File: config.mk
export PLATFORM = sky130hd
export DESIGN_NAME = irq_cascade_ctrl
export DESIGN_NICKNAME = d
export VERILOG_FILES = /design/src/rtl/irq_pkg.sv /design/src/rtl/irq_prio_pick.sv /design/src/rtl/irq_bank.sv /design/src/rtl/irq_cascade_ctrl.sv
export SDC_FILE = /design/constraint.sdc
export NUM_CORES = 1
export LEC_CHECK = 0
export BUFFER_PORTS_ARGS = -buffer_cell sky130_fd_sc_hd__buf_4
export CORE_MARGIN = 5
export CORE_UTILIZATION = 55
export CTS_CLUSTER_DIAMETER = 60
export DETAILED_ROUTE_END_ITERATION = 7
export GPL_TIMING_DRIVEN = 0
export PLACE_DENSITY_LB_ADDON = 0.25
export SYNTH_ARGS = -nofsm -noshare
export SYNTH_HDL_FRONTEND = slang
export SYNTH_SLANG_ARGS = --single-unit
File: constraint.sdc
create_clock -name clk_i -period 3.1 [get_ports clk_i]
set_clock_uncertainty 0.05 [all_clocks]
set_input_delay 0.31 -clock clk_i [delete_from_list [all_inputs] [get_ports clk_i]]
set_output_delay 0.31 -clock clk_i [all_outputs]
set_load 0.01 [all_outputs]
File: src/rtl/irq_pkg.sv
package irq_pkg;
  localparam int BANK_W = 8;
  localparam int IDX_W  = $clog2(BANK_W);
  localparam int BANK_N = 2;
  typedef logic [BANK_W-1:0] bank_vec_t;
  typedef logic [IDX_W-1:0]  bank_idx_t;
  typedef struct packed {
    logic mask_wr;
    logic eoi;
  } bank_ctl_t;
endpackage

File: src/rtl/irq_prio_pick.sv
module irq_prio_pick #(
  parameter int W  = 8,
  parameter int IW = $clog2(W)
) (
  input  logic [W-1:0]  vec_i,
  output logic          valid_o,
  output logic [IW-1:0] idx_o
);
  // lowest set bit wins
  always_comb begin
    valid_o = 1'b0;
    idx_o   = '0;
    for (int i = W - 1; i >= 0; i--) begin
      if (vec_i[i]) begin
        valid_o = 1'b1;
        idx_o   = IW'(i);
      end
    end
  end
endmodule

File: src/rtl/irq_bank.sv
module irq_bank #(
  parameter int W = 8,
  parameter int IW = $clog2(W),
  parameter logic [W-1:0] MASK_RST = '1
) (
  input  logic          clk_i,
  input  logic          rst_ni,
  input  logic [W-1:0]  req_i,
  input  logic          mask_wr_i,
  input  logic [W-1:0]  mask_wdata_i,
  input  logic          eoi_i,
  input  logic          ack_i,
  output logic [W-1:0]  mask_o,
  output logic          cand_o,
  output logic [IW-1:0] win_o
);
  localparam logic [W-1:0] ONE = W'(1);

  logic [W-1:0]  pend_q, mask_q, svc_q;
  logic [W-1:0]  active, grant_vec, eoi_vec;
  logic          p_valid, s_valid, grant;
  logic [IW-1:0] p_idx, s_idx;

  assign active = pend_q & ~mask_q;

  irq_prio_pick #(.W(W), .IW(IW)) u_pick_pend (
    .vec_i(active), .valid_o(p_valid), .idx_o(p_idx)
  );
  irq_prio_pick #(.W(W), .IW(IW)) u_pick_svc (
    .vec_i(svc_q), .valid_o(s_valid), .idx_o(s_idx)
  );

  // candidate only if strictly above every in-service line
  assign cand_o    = p_valid & (~s_valid | (p_idx < s_idx));
  assign win_o     = p_idx;
  assign grant     = ack_i & cand_o;
  assign grant_vec = grant ? (ONE << p_idx) : '0;
  assign eoi_vec   = (eoi_i & s_valid) ? (ONE << s_idx) : '0;
  assign mask_o    = mask_q;

  always_ff @(posedge clk_i or negedge rst_ni) begin
    if (!rst_ni) begin
      pend_q <= '0;
      svc_q  <= '0;
      mask_q <= MASK_RST;
    end else begin
      pend_q <= req_i & ~grant_vec;
      svc_q  <= (svc_q & ~eoi_vec) | grant_vec;
      if (mask_wr_i) mask_q <= mask_wdata_i;
    end
  end

  a_r2_mask_write: assert property (@(posedge clk_i) disable iff (!rst_ni)
    mask_wr_i |=> mask_q == $past(mask_wdata_i));

  a_r10_grant_sets_svc: assert property (@(posedge clk_i) disable iff (!rst_ni)
    grant |=> svc_q[$past(p_idx)]);

  a_r10_grant_clears_pend: assert property (@(posedge clk_i) disable iff (!rst_ni)
    grant |=> !pend_q[$past(p_idx)]);

  a_r8_eoi_drops_one: assert property (@(posedge clk_i) disable iff (!rst_ni)
    (eoi_i && !grant && (svc_q != '0)) |=>
      ($countones(svc_q) == $countones($past(svc_q)) - 1));
endmodule

File: src/rtl/irq_cascade_ctrl.sv
module irq_cascade_ctrl
  import irq_pkg::*;
#(
  parameter int          ADDR_W      = 8,
  parameter int          VEC_W       = 8,
  parameter logic [7:0]  M_MASK_ADDR = 8'h21,
  parameter logic [7:0]  S_MASK_ADDR = 8'hA1,
  parameter logic [7:0]  M_CMD_ADDR  = 8'h20,
  parameter logic [7:0]  S_CMD_ADDR  = 8'hA0,
  parameter logic [7:0]  M_VEC_BASE  = 8'h08,
  parameter logic [7:0]  S_VEC_BASE  = 8'h70,
  parameter int          CASC_LINE   = 2
) (
  input  logic                  clk_i,
  input  logic                  rst_ni,
  input  logic [2*BANK_W-1:0]   irq_i,
  input  logic                  ien_i,
  input  logic [ADDR_W-1:0]     io_addr_i,
  input  logic                  io_wr_i,
  input  logic [BANK_W-1:0]     io_wdata_i,
  output logic [BANK_W-1:0]     io_rdata_o,
  output logic                  int_o,
  input  logic                  inta_i,
  output logic [VEC_W-1:0]      vector_o,
  output logic                  vec_valid_o
);
  localparam logic [ADDR_W-1:0] MASK_ADDR [BANK_N] = '{ADDR_W'(M_MASK_ADDR), ADDR_W'(S_MASK_ADDR)};
  localparam logic [ADDR_W-1:0] CMD_ADDR  [BANK_N] = '{ADDR_W'(M_CMD_ADDR),  ADDR_W'(S_CMD_ADDR)};
  localparam bank_idx_t SPUR_IDX = bank_idx_t'(BANK_W - 1);

  bank_vec_t bank_req  [BANK_N];
  bank_vec_t bank_mask [BANK_N];
  bank_ctl_t bank_ctl  [BANK_N];
  logic      bank_cand [BANK_N];
  bank_idx_t bank_win  [BANK_N];
  logic      bank_ack  [BANK_N];
  logic      unused_casc_line;

  assign unused_casc_line = irq_i[CASC_LINE];

  // primary input CASC_LINE carries the secondary bank
  always_comb begin
    bank_req[0] = irq_i[BANK_W-1:0];
    bank_req[0][CASC_LINE] = bank_cand[1];
    bank_req[1] = irq_i[2*BANK_W-1:BANK_W];
  end

  assign bank_ack[0] = inta_i;
  assign bank_ack[1] = inta_i & bank_cand[0] & (bank_win[0] == bank_idx_t'(CASC_LINE));

  for (genvar g = 0; g < BANK_N; g++) begin : g_bank
    assign bank_ctl[g].mask_wr = io_wr_i & (io_addr_i == MASK_ADDR[g]);
    assign bank_ctl[g].eoi     = io_wr_i & (io_addr_i == CMD_ADDR[g]);

    irq_bank #(.W(BANK_W), .IW(IDX_W), .MASK_RST('1)) u_bank (
      .clk_i        (clk_i),
      .rst_ni       (rst_ni),
      .req_i        (bank_req[g]),
      .mask_wr_i    (bank_ctl[g].mask_wr),
      .mask_wdata_i (io_wdata_i),
      .eoi_i        (bank_ctl[g].eoi),
      .ack_i        (bank_ack[g]),
      .mask_o       (bank_mask[g]),
      .cand_o       (bank_cand[g]),
      .win_o        (bank_win[g])
    );
  end

  always_comb begin
    io_rdata_o = '0;
    for (int b = 0; b < BANK_N; b++) begin
      if (io_addr_i == MASK_ADDR[b]) io_rdata_o = bank_mask[b];
    end
  end

  assign int_o = ien_i & bank_cand[0];

  logic [VEC_W-1:0] vec_d;
  always_comb begin
    if (!bank_cand[0])
      vec_d = VEC_W'(M_VEC_BASE) + VEC_W'(SPUR_IDX);
    else if (bank_win[0] == bank_idx_t'(CASC_LINE))
      vec_d = VEC_W'(S_VEC_BASE) + VEC_W'(bank_cand[1] ? bank_win[1] : SPUR_IDX);
    else
      vec_d = VEC_W'(M_VEC_BASE) + VEC_W'(bank_win[0]);
  end

  always_ff @(posedge clk_i or negedge rst_ni) begin
    if (!rst_ni) begin
      vector_o    <= '0;
      vec_valid_o <= 1'b0;
    end else begin
      vec_valid_o <= inta_i;
      if (inta_i) vector_o <= vec_d;
    end
  end

  a_r10_vec_strobe: assert property (@(posedge clk_i) disable iff (!rst_ni)
    inta_i |=> vec_valid_o);

  a_r5_vec_range: assert property (@(posedge clk_i) disable iff (!rst_ni)
    vec_valid_o |-> ((vector_o[VEC_W-1:IDX_W] == M_VEC_BASE[VEC_W-1:IDX_W]) ||
                     (vector_o[VEC_W-1:IDX_W] == S_VEC_BASE[VEC_W-1:IDX_W])));

  a_r5_casc_vector: assert property (@(posedge clk_i) disable iff (!rst_ni)
    (bank_ack[1] && bank_cand[1]) |=> vector_o[VEC_W-1:IDX_W] == S_VEC_BASE[VEC_W-1:IDX_W]);

  a_r11_spurious: assert property (@(posedge clk_i) disable iff (!rst_ni)
    (inta_i && !bank_cand[0]) |=> vector_o == VEC_W'(M_VEC_BASE) + VEC_W'(BANK_W - 1));
endmodule

==> reports/metrics.cfg <==
[sta]
worstMarginPinSlew_ns=0.649
finalSetupViolCount=0
period_minus_slack_ns=3.00
relSlewSlack_pct=56.7
finalSetupTns_ns=0
worst_slack_ns=0.101
drv_slew=0
hold_viol_final=0
clock.fmax_ghz=0.333
finalCritPeriodShare_pct=96.7

[floorplan]
rows=26
io_pins=55
fp.dieH_um=83.0
core-area_um2=5140
die_w_um=83.0
die_area_um2=6880
floorplan.initialDensity_pct=57.0

[grt]
grt_pass1_wl_um=11400
overflow=0
antenna_found_initial=0
grt_max_degree=55
grt_usage_pct=19.9
grt_pass1_vias=2314

[clock_network]
root_buffer=clkbuf_8
numCtsBuffers=5
htree_levels=2
clock_path_buffers=2
cts_sinks=54
cts_tree=yes
clkTransAtPathRegs_ns=0.10
clock_latency_ns=0.31

[setup_path]
cp_num_buf_inv=1
worstSetupStartpointType=register
max_stage_delay_ns=0.56
worstSetupPathType=register to primary output
path_cells=nand2b_1 > nor4b_4 > nor3_4 > ha_1 > o21a_1 > o22ai_4 > a41o_1 > and3_1 > buf_4
crit_family=simple AND/OR/NAND/NOR gates
cp-end-kind=primary output
critical_path.slowest_cell=dfstp_2
path_max_fanout=4
cp.required_ns=2.74
crit_arrival_ns=2.64

[logic_synthesis]
synth_warnings=0
synth_common_cells=dfrtp_1, nand2_1, nor2_1
postSynth.asyncResetShare_pct=100
synthesis.area_um2=2930
yosysTopAreaCellShare_pct=32.5
syn_avg_cell_area_um2=10.1
synth_nets=332
ys_ff_latch=54
synth_area_leaders=dfrtp_1, dfstp_2, mux2_2
ys_seq_area_share_pct=46.8
ys_types=59
yosysMostFrequentCell=dfrtp_1
synthCells=291
synthFlopType=dfrtp_1
synth_edf_count=0
yosys.area.top_type=dfrtp_1

[pwr]
switchingPower_uw=777
p_seq_share_pct=43.3
clkPwrFrac_pct=20.9
ir_worst_vdd_mv=0.342
p_per_area_nw_per_um2=604
comb_power_share_pct=35.8
p_sw_share_pct=35.7
power_leakage_nw=1.62
internal_power_mw=1.40

[placement]
hpwlAfterDp_um=5090
gp_congestion=0.868
pre_cts_slack_ns=0.0911
dpl.cell_count=413
portBuffers=52

[hold_path]
hold_class=primary input to register

[run]
maxCapViolations=0

[finish]
final_cells=424
fin_nets=394
syn2layout_area_growth_pct=23.0
final_layout_size_suffix_gt1_share_pct=34.7
diodes=0

[detailed_routing]
wl_per_cell_um=16.1
wl_um=6850
route.antenna.remaining_nets=0
vias=2424
via_per_inst=5.72
drt_iter0_drc=153
drtPass1Iterations=4
drcViolationCount=0

[run_status]
status=finished clean

## layer usage
metal	part of all wire, %	wire length (µm)	vias up	track usage (%)
li1	-	-	1164	-
met1	45	3070	1167	28.6
met2	47	3190	84	30.1
met3	7.3	503	9	5.54
met4	1.2	81	0	4.61
met5	0	0	-	0
## state kept, by name, indices dropped and copies added (netlist names)
name                  flops
vector_o                  5
g_bank.u_bank.pend_q     16
vec_valid_o               1
g_bank.u_bank.mask_o     16
g_bank.u_bank.svc_q      16
## timing repair
item                       in CTS  in global routing
setup endpoints to repair       1                  3
hold endpoints to repair       19                  0
gates resized for setup         2                 10
hold buffers                    1                  0
buffers inserted                0                  2
## kinds of logic (layout without fill, tap and decap cells)
family,count (synthesis),after routing,synth area share [%]
AO/OA/AOI/OAI,66,66,17.3
adder cells (fa/ha/maj),4,4,1.71
buffers and inverters,17,80,2.61
flip-flops,54,54,46.8
multiplexers,16,16,6.15
other,1,1,0.128
AND/OR/NAND/NOR,133,133,25.2
## metrics by stage
step	utilization, %	area (µm²)	hold slack, ns	total power [mW]
floorplan	-	2930	-0.0356	1.45
global placement	66.3	3410	0.331	1.67
detailed placement	66.3	3410	0.334	1.68
CTS	68.8	3540	0.0829	2.14
global route	70.1	3600	0.0668	2.31
finish	70.1	3600	0.0851	2.17
## power groups by stage
| stage | Combinational [mW] | Sequential [mW] | Clock (mW) |
|---|---|---|---|
| 6_report | 0.778 | 0.941 | 0.455 |
| 3_5_place_dp | 0.728 | 0.951 | 0 |
| 4_1_cts | 0.736 | 0.937 | 0.467 |
| 3_3_place_gp | 0.719 | 0.948 | 0 |
| 5_1_grt | 0.857 | 0.958 | 0.495 |
| 2_1_floorplan | 0.516 | 0.932 | 0 |
## worst reg2reg max path, delay by kind of cell (launching register included)
family | cells | cell delay, ns
adders and majority gates | 1 | 0.27
AOI/OAI and AO/OA | 5 | 0.92
DFF | 1 | 0.56
and+or+nand+nor | 5 | 0.93
## placed cells by master (no fill, tap or decap), types with 5 or more instances in the layout
cell,count
clkbuf_8,6
and2_1,11
mux2_2,16
nor2b_1,13
buf_4,57
nor2_1,26
o21ai_0,14
nand3_1,10
nand2b_1,12
dfstp_2,16
nand2_1,27
a21oi_1,5
a22o_1,8
dfrtp_1,38
nor3_1,5
inv_1,12
## final cells by class
type                    count  area, µm²
plain buffers               5       31.3
well taps                  70       87.6
inverters                  12       45.0
multi-input cells         220       1540
flip-flops and latches     54       1370
clock buffers               8        111
repair buffers             55        415
fillers                   406       1540
## path summary, 6_finish.rpt
kind | startpoint | to | slack, ns | cells after the start
worst min-delay path | inta_i | vec_valid_o | 0.09 | 1
worst max-delay path | g_bank[0].u_bank.mask_o[7] | int_o | 0.10 | 9
max in group asynchronous | rst_ni | g_bank[1].u_bank.pend_q[4] | 2.04 | 2
worst max register to register | g_bank[0].u_bank.mask_o[3] | g_bank[1].u_bank.pend_q[0] | 0.26 | 11
worst min register to register | vector_o[3] | vector_o[3] | 0.47 | 2
min in group asynchronous | rst_ni | g_bank[1].u_bank.svc_q[5] | 0.51 | 2
No activity file was read; power rests on OpenSTA's default activity.
